File: config.mk
export PLATFORM = sky130hd
export DESIGN_NAME = hb_watchdog
export DESIGN_NICKNAME = d
export VERILOG_FILES = /design/src/rtl/hbw_pkg.sv /design/src/rtl/hbw_edge_detect.sv /design/src/rtl/hbw_window_ctrl.sv /design/src/rtl/hb_watchdog.sv
export SDC_FILE = /design/constraint.sdc
export NUM_CORES = 1
export LEC_CHECK = 0
export CAP_MARGIN = 20
export CORE_MARGIN = 5
export CORE_UTILIZATION = 54
export DETAILED_ROUTE_END_ITERATION = 10
export PLACE_DENSITY = 0.75
export SETUP_SLACK_MARGIN = 0.15
export SLEW_MARGIN = 10
export SYNTH_ARGS = -nofsm -noshare
export SYNTH_HDL_FRONTEND = slang
export SYNTH_SLANG_ARGS = --single-unit
File: constraint.sdc
create_clock -name clk -period 2 [get_ports clk]
set_clock_uncertainty 0.15 [all_clocks]
set_input_delay 0.5 -clock clk [delete_from_list [all_inputs] [get_ports clk]]
set_output_delay 0.5 -clock clk [all_outputs]
set_load 0.05 [all_outputs]
File: src/rtl/hbw_pkg.sv
// Shared types for the dual-period heartbeat watchdog.
package hbw_pkg;
    // Active supervision window.
    typedef enum logic {
        WIN_SHORT = 1'b0,
        WIN_LONG  = 1'b1
    } win_mode_e;
endpackage

File: src/rtl/hbw_edge_detect.sv
// Synchronizes an asynchronous level and flags each change of it.
// Assumes: async_in may change at any time; edge_pulse is high for exactly
// one clock per settled level change, SYNC_STAGES+1 edges of latency total.
module hbw_edge_detect #(
    parameter int SYNC_STAGES = 2
) (
    input  logic clk,
    input  logic rst_n,
    input  logic async_in,
    output logic edge_pulse
);
    localparam int LAST = SYNC_STAGES;

    logic [LAST:0] pipe_q;

    // Shift chain: SYNC_STAGES synchronizer flops plus one delayed copy.
    always_ff @(posedge clk) begin
        if (!rst_n) begin
            pipe_q <= '0;
        end else begin
            pipe_q <= {pipe_q[LAST-1:0], async_in};
        end
    end

    // A change shows up as a difference between the synchronized value and its copy.
    always_comb begin
        edge_pulse = pipe_q[LAST] ^ pipe_q[LAST-1];
    end
endmodule

File: src/rtl/hbw_window_ctrl.sv
// Window counter and fault/mode state for the heartbeat watchdog.
// Assumes: hold, tick_en and hb_edge are synchronous; LONG_TICKS > SHORT_TICKS >= 2.
module hbw_window_ctrl
    import hbw_pkg::*;
#(
    parameter int LONG_TICKS  = 35000,
    parameter int SHORT_TICKS = 1120,
    localparam int CW = $clog2(LONG_TICKS + 1)
) (
    input  logic          clk,
    input  logic          rst_n,
    input  logic          tick_en,
    input  logic          hold,
    input  logic          hb_edge,
    output logic          fault_n,
    output win_mode_e     mode,
    output logic [CW-1:0] cnt
);
    localparam logic [CW-1:0] LONG_LAST  = CW'(LONG_TICKS - 1);
    localparam logic [CW-1:0] SHORT_LAST = CW'(SHORT_TICKS - 1);

    logic [CW-1:0] cnt_q;
    logic          fault_n_q;
    win_mode_e     mode_q;
    logic [CW-1:0] last_q;
    logic          expire;

    // Pick the terminal count of the active window and detect its final tick.
    always_comb begin
        last_q = (mode_q == WIN_LONG) ? LONG_LAST : SHORT_LAST;
        expire = tick_en && fault_n_q && (cnt_q == last_q);
    end

    // Window sequencing: hold clears, edge restarts short, expiry raises the fault.
    always_ff @(posedge clk) begin
        if (!rst_n || hold) begin
            cnt_q     <= '0;
            fault_n_q <= 1'b1;
            mode_q    <= WIN_LONG;
        end else if (hb_edge) begin
            cnt_q     <= '0;
            fault_n_q <= 1'b1;
            mode_q    <= WIN_SHORT;
        end else if (!fault_n_q) begin
            cnt_q     <= '0;
        end else if (expire) begin
            cnt_q     <= '0;
            fault_n_q <= 1'b0;
            mode_q    <= WIN_SHORT;
        end else if (tick_en) begin
            cnt_q     <= cnt_q + 1'b1;
        end
    end

    assign fault_n = fault_n_q;
    assign mode    = mode_q;
    assign cnt     = cnt_q;
endmodule

File: src/rtl/hb_watchdog.sv
// Dual-period heartbeat watchdog: long first window after any reset, short
// routine window afterwards, restarted by either heartbeat polarity.
// Assumes: all inputs except heartbeat are synchronous to clk.
module hb_watchdog
    import hbw_pkg::*;
#(
    parameter int LONG_TICKS  = 35000,
    parameter int SHORT_TICKS = 1120,
    parameter int SYNC_STAGES = 2
) (
    input  logic clk,
    input  logic rst_n,
    input  logic tick_en,
    input  logic reset_event,
    input  logic reset_active,
    input  logic heartbeat,
    output logic fault_n,
    output logic long_mode
);
    localparam int CW = $clog2(LONG_TICKS + 1);

    logic          hb_edge_w;
    logic          hold_w;
    win_mode_e     mode_w;
    logic [CW-1:0] cnt_w;

    // Either reset source freezes and clears the supervision.
    always_comb begin
        hold_w = reset_event | reset_active;
    end

    hbw_edge_detect #(.SYNC_STAGES(SYNC_STAGES)) u_edge (
        .clk        (clk),
        .rst_n      (rst_n),
        .async_in   (heartbeat),
        .edge_pulse (hb_edge_w)
    );

    hbw_window_ctrl #(
        .LONG_TICKS  (LONG_TICKS),
        .SHORT_TICKS (SHORT_TICKS)
    ) u_win (
        .clk     (clk),
        .rst_n   (rst_n),
        .tick_en (tick_en),
        .hold    (hold_w),
        .hb_edge (hb_edge_w),
        .fault_n (fault_n),
        .mode    (mode_w),
        .cnt     (cnt_w)
    );

    assign long_mode = (mode_w == WIN_LONG);
endmodule

==> impl_metrics.env, run 1 <==
export IMPL_final_area_sq_um=1130
export IMPL_die_height_um=52.1
export IMPL_synth_cells=101
export IMPL_r2r_start="u_win.cnt[0]"
export IMPL_synth_edff_count=0
export IMPL_hpwlAfterDp_mm=1.36
export IMPL_cts_buffers=3
export IMPL_min_path_cells=1
export IMPL_hold_violations=0
export IMPL_max_cap_viol_count=0
export IMPL_tightest_slew_ns=0.356
export IMPL_grt_pass1_vias=736
export IMPL_synth_cell_types=26
export IMPL_via_per_inst=5.39
export IMPL_crit_slowest_cell="dfxtp_1"
export IMPL_worstPathRequired_ns=2.04
export IMPL_rr_worst_depth=6
export IMPL_yosys_most_used_dff="dfxtp_1"
export IMPL_area_growth_pct=18.0
export IMPL_postCtsHoldBufs=0
export IMPL_ys_top_cells_by_count="21 x dfxtp_1, 17 x nor2_1, 8 x xnor2_1, 7 x nand2_1, 7 x nand4_1"
export IMPL_p_clk_frac=0.298
export IMPL_start_util=0.561
export IMPL_cts_sinks=21
export IMPL_vias=765
export IMPL_wirelength_mm=1.69
export IMPL_ios=8
export IMPL_seq_area_frac_synth=0.439
export IMPL_crit_chain="ha_1 -> and3_1 -> nand4_1 -> o311ai_4 -> buf_4 -> nand2_1"
export IMPL_swShare=0.216
export IMPL_yosysMostFrequentCell="dfxtp_1"
export IMPL_worstSetupStartpoint="u_win.cnt[0]"
export IMPL_clk_latency_ns=0.30
export IMPL_worstSetupStartpointType="flop"
export IMPL_reg2reg_slack_ns=0.26
export IMPL_async_flop_share=0
export IMPL_crit_reg2reg_capture="u_win.fault_n"
export IMPL_drt_iter0_markers=13
export IMPL_path_clk_slew_ns=0.11
export IMPL_grt_util_all_layers=0.153
export IMPL_clockRootBuffer="clkbuf_4"
export IMPL_cts_tree="built"
export IMPL_timing_setup_tns_ns=0
export IMPL_diodes=0
export IMPL_finalSetupViolations=0
export IMPL_nets=125
export IMPL_port_buffers=7
export IMPL_fmax_mhz=575
export IMPL_synth_top_cell_area_share=0.439
export IMPL_htree_num_levels=1
export IMPL_drc=0
export IMPL_globalplace_congestion=0.772
export IMPL_grt_setup_unrepaired="false"
export IMPL_ys_seq_elements=21
export IMPL_die_area_sq_um=2720
export IMPL_cts_buffer_depth=2
export IMPL_seq_power_share=0.642
export IMPL_ir_worst_vdd_v=0.000357
export IMPL_grt_max_degree=13
export IMPL_report_final_slew_viol_count=0
export IMPL_pwr_share_comb=0.059
export IMPL_drive_above_1_share=0.154
export IMPL_antenna_found_initial=0
export IMPL_slowest_delay_ns=0.39
export IMPL_hp_start="u_edge.pipe_q[0]"
export IMPL_cp_arrival_ns=1.78
export IMPL_syn_cell_area_sq_um=958
export IMPL_crit_fanout=7
export IMPL_p_switching_mw=0.143
export IMPL_crit_buf_inv=1
export IMPL_finalCritPeriodShare=0.870
export IMPL_path_class="flop to flop"
export IMPL_coreArea_sq_um=1710
export IMPL_grt_pass1_wl_mm=3.08
export IMPL_postCtsSetupBuffers=0
export IMPL_die_w_um=52.1
export IMPL_critPathTopFamily="simple AND/OR/NAND/NOR gates"
export IMPL_gr_total_overflow=0
export IMPL_ant_nets=0
export IMPL_rows=15
export IMPL_drt_pass1_iter_count=4
export IMPL_powerDensity_nw_per_um2=586
export IMPL_ys_top_cells_by_area="dfxtp_1 44%, xnor2_1 7.3%, nor2_1 6.7%"
export IMPL_synth_nets=108
export IMPL_avgSynthCellArea_sq_um=9.49
export IMPL_ys_warnings_count=0
export IMPL_worstHoldEndpoint="u_edge.pipe_q[1]"
export IMPL_placed_area_sq_um=1100
export IMPL_worstSetupEndpointType="flop"
export IMPL_internal_power_mw=0.519
export IMPL_timing_slew_headroom=0.761
export IMPL_power_mw=0.662
export IMPL_wire_per_inst_um=11.9
export IMPL_leakagePower_nw=0.403
export IMPL_period_needed_ns=1.74
export IMPL_synth_top_area_cell="dfxtp_1"
export IMPL_holdCritPathClass="flop to flop"
export IMPL_hold_ws_ns=0.298
export IMPL_status="finished clean"
cells in the final DEF (no fill, tap or decap):
cell type / instances
a21oi_1: 2
a31oi_1: 1
and2_1: 3
and3_1: 4
and4_1: 2
and4bb_1: 1
and4bb_2: 1
buf_12: 1
buf_4: 9
clkbuf_4: 3
clkdlybuf4s50_1: 4
clkinv_2: 1
dfxtp_1: 20
dfxtp_2: 1
dlymetal6s2s_1: 1
ha_1: 1
mux2i_1: 2
nand2_1: 7
nand3_1: 2
nand4_1: 7
nor2_1: 17
nor3_1: 2
nor3b_1: 2
nor4_1: 2
nor4b_2: 1
o211ai_1: 1
o21ai_0: 2
o311ai_4: 1
or3_1: 2
xnor2_1: 8
xor2_1: 6
worst register-to-register path, delay by kind of cell, from the launching register on:
family,cells,cell delay [ns]
simple gates,3,0.41
fa+ha+maj,1,0.20
flops,1,0.39
buf+inv,1,0.20
compound gates,1,0.27
metrics by stage:
step,cells,utilization,setup slack [ns]
detailed placement,138,0.645,-0.181
global route,142,0.662,0.150
CTS,142,0.661,0.149
finish,142,0.662,0.261
floorplan,101,-,0.171
global placement,138,0.645,-0.134
sequential cells by signal (all words and copies together), names as in the netlist:
signal / flops
u_win.cnt: 16
u_edge.pipe_q: 3
u_win.fault_n: 1
u_win.mode: 1
power by group through the flow:
stage / sequential (mW) / combinational, mW / clock, mW
floorplan: 0.439 / 0.0147 / 0
global placement: 0.435 / 0.0386 / 0
detailed placement: 0.435 / 0.0399 / 0
CTS: 0.426 / 0.0400 / 0.209
global route: 0.427 / 0.0426 / 0.224
finish: 0.426 / 0.0393 / 0.198
metal layers:
layer | global-route usage | part of all wire | up-vias
met5 | 0 | 0 | -
met3 | 0.0258 | 0.031 | 2
li1 | - | - | 391
met2 | 0.245 | 0.47 | 10
met1 | 0.192 | 0.48 | 362
met4 | 0.0894 | 0.017 | 0
area by class of cell:
class / instances / area, sq um
Tap cell: 25 / 31.3
Sequential cell: 21 / 422
Clock buffer: 3 / 22.5
Multi-Input combinational cell: 77 / 510
Fill cell: 139 / 577
Clock inverter: 1 / 5.00
Timing Repair Buffer: 15 / 140
worst max path at each step:
stage / cells past startpoint / slack, ns / endpoint
6_report: 6 / 0.26 / u_win.fault_n
5_1_grt: 5 / 0.15 / u_win.cnt[5]
4_1_cts: 6 / 0.15 / u_win.fault_n
3_5_place_dp: 6 / -0.18 / u_win.fault_n
3_3_place_gp: 6 / -0.13 / u_win.cnt[6]
2_1_floorplan: 4 / 0.17 / u_win.fault_n
cell families (layout without fill, tap and decap cells):
group | after synthesis | in the layout | synth area share
simple gates | 53 | 53 | 0.308
flops | 21 | 21 | 0.439
xor+xnor | 14 | 14 | 0.128
compound gates | 7 | 7 | 0.0627
buf+inv | 3 | 19 | 0.0287
mux | 2 | 2 | 0.0209
fa+ha+maj | 1 | 1 | 0.0131
timing repair:
item / CTS / global route
setup endpoints to repair: 1 / 17
resized for setup: 0 / 1
cloned: 0 / 0
pin swaps: 0 / 3
(Power assumes the default switching activity.)
==> run 2: changes to the inputs <==
- CORE_UTILIZATION: 54 -> 49
- CTS_CLUSTER_DIAMETER: default -> 100
- PLACE_DENSITY: 0.75 -> 0.72
- clock period: 2 -> 1.4 ns (I/O delays scaled with it)
==> run 2 against run 1 <==
  * Die area is 8.2% higher
  * Register-to-register slack got worse by 0.52 ns
  * Largest power group unchanged
  * Critical path type unchanged
  * Critical endpoint unchanged
  * The flow now finishes with violations (setup timing)
  * Highest routed layer unchanged
  * Routed wire length increased by 37%
  * Largest cell class unchanged
==> impl_metrics.env, run 2 (same netlist as run 1, synthesis figures left out) <==
export IMPL_status="finished, violations left"
export IMPL_violations="setup timing"
export IMPL_path_class="flop to flop"
export IMPL_cts_sinks=21
export IMPL_max_cap_viol_count=0
export IMPL_ant_nets=0
export IMPL_crit_buf_inv=1
export IMPL_grt_setup_unrepaired="true"
export IMPL_grt_max_degree=14
export IMPL_path_clk_slew_ns=0.13
export IMPL_drive_above_1_share=0.433
export IMPL_setup_ws_ns=-0.260
export IMPL_die_w_um=54.2
export IMPL_die_area_sq_um=2940
export IMPL_powerDensity_nw_per_um2=705
export IMPL_final_area_sq_um=1420
export IMPL_drc=0
export IMPL_tightest_slew_ns=0.392
export IMPL_holdCritPathClass="flop to flop"
export IMPL_fmax_mhz=603
export IMPL_diodes=0
export IMPL_timing_slew_headroom=0.737
export IMPL_nets=149
export IMPL_globalplace_congestion=0.777
export IMPL_cts_buffers=3
export IMPL_antenna_found_initial=0
export IMPL_leakagePower_nw=0.527
export IMPL_worstPathRequired_ns=1.47
export IMPL_nFillCells=157
export IMPL_critPathTopFamily="simple AND/OR/NAND/NOR gates"
export IMPL_postCtsHoldBufs=0
export IMPL_slowest_delay_ns=0.36
export IMPL_vias=860
export IMPL_drt_iter0_markers=4
export IMPL_clockRootBuffer="clkbuf_4"
export IMPL_crit_slowest_cell="dfxtp_2"
export IMPL_crit_fanout=7
export IMPL_cts_tree="built"
export IMPL_clk_latency_ns=0.32
export IMPL_hpwlAfterDp_mm=1.69
export IMPL_drt_pass1_iter_count=5
export IMPL_final_cells=168
export IMPL_largest_register_ffs=16
export IMPL_gr_total_overflow=0
export IMPL_rows=16
export IMPL_port_buffers=7
export IMPL_grt_pass1_wl_mm=4.04
export IMPL_grt_util_all_layers=0.193
export IMPL_cts_buffer_depth=2
export IMPL_area_growth_pct=48.2
export IMPL_power_mw=1.00
export IMPL_period_needed_ns=1.66
export IMPL_layout_cells_most_common_list="28 x buf_4, 14 x dfxtp_1, 13 x nor2_1, 8 x xnor2_1, 7 x nand4_1"
export IMPL_hold_violations=0
export IMPL_finalCritPeriodShare=1.19
export IMPL_ir_worst_vdd_v=0.000895
export IMPL_via_per_inst=5.12
export IMPL_hold_ws_ns=0.320
export IMPL_die_height_um=54.2
export IMPL_preCtsSetupSlack_ns=-0.665
export IMPL_worstSetupStartpointType="flop"
export IMPL_wirelength_mm=2.32
export IMPL_numPlacedInstances=161
export IMPL_wire_per_inst_um=13.8
export IMPL_report_final_slew_viol_count=0
export IMPL_finalSetupViolations=20
export IMPL_layout_commonest_cell="buf_4"
export IMPL_placed_area_sq_um=1290
export IMPL_crit_chain="nor4b_4 -> nand4_1 -> o311ai_4 -> buf_6 -> nand2_2"
export IMPL_worstSetupEndpointType="flop"
export IMPL_coreArea_sq_um=1920
export IMPL_grt_pass1_vias=888
export IMPL_htree_num_levels=1
export IMPL_cp_arrival_ns=1.73
export IMPL_ios=8
export IMPL_fin_util=0.739
export IMPL_timing_setup_tns_ns=-4.48
export IMPL_start_util=0.499
==> run 2: cell types whose count changed in the layout (fill, tap and decap cells not counted), sizes merged <==
cell	change
buf	+24
clkinv	-1
clkinvlp	+1
dlygate4sd2	+1
dlymetal6s2s	-1
==> run 2: final cells by class <==
cell class	instances	area [sq um]	area share
Multi-Input combinational cell	77	578	0.407
Sequential cell	21	434	0.306
Timing Repair Buffer	39	344	0.242
Tap cell	27	33.8	0.0238
Clock buffer	3	22.5	0.0159
Clock inverter	1	7.51	0.00529
==> run 2: final timing paths <==
kind | start | end | slack, ns | depth (start not counted)
max reg2reg | u_win.cnt[12] | u_win.fault_n | -0.26 | 5
min reg2reg | u_edge.pipe_q[0] | u_edge.pipe_q[1] | 0.32 | 1
min | u_edge.pipe_q[0] | u_edge.pipe_q[1] | 0.32 | 1
max | u_win.cnt[12] | u_win.fault_n | -0.26 | 5
==> run 2: where the power goes <==
group / switching [mW] / internal (mW)
Sequential: 0.00419 / 0.601
Clock: 0.209 / 0.109
Combinational: 0.0322 / 0.0448
==> run 2: repair_timing <==
item                                    4_1_cts  5_1_grt
gates cloned                                  0        0
pin swaps                                     6        4
setup buffers                                 2        1
gates resized for setup                      13        7
endpoints found under the setup margin       20       20
==> run 2: worst register-to-register path: cells and delay by family, from the launching register on <==
kind / cells / cell delay [ns]
AO/OA/AOI/OAI: 1 / 0.33
buffers and inverters: 1 / 0.19
flip-flops: 1 / 0.36
AND/OR/NAND/NOR: 3 / 0.55
==> run 2: routing by layer <==
metal  global-route usage  share of wire  wire, um  vias to the layer above
met5                    0              0         0                        -
met4               0.0373         0.0069        16                        0
met3               0.0681          0.040        92                        2
met2                0.333           0.53      1230                       18
met1                0.232           0.42       981                      403
li1                     -              -         -                      437
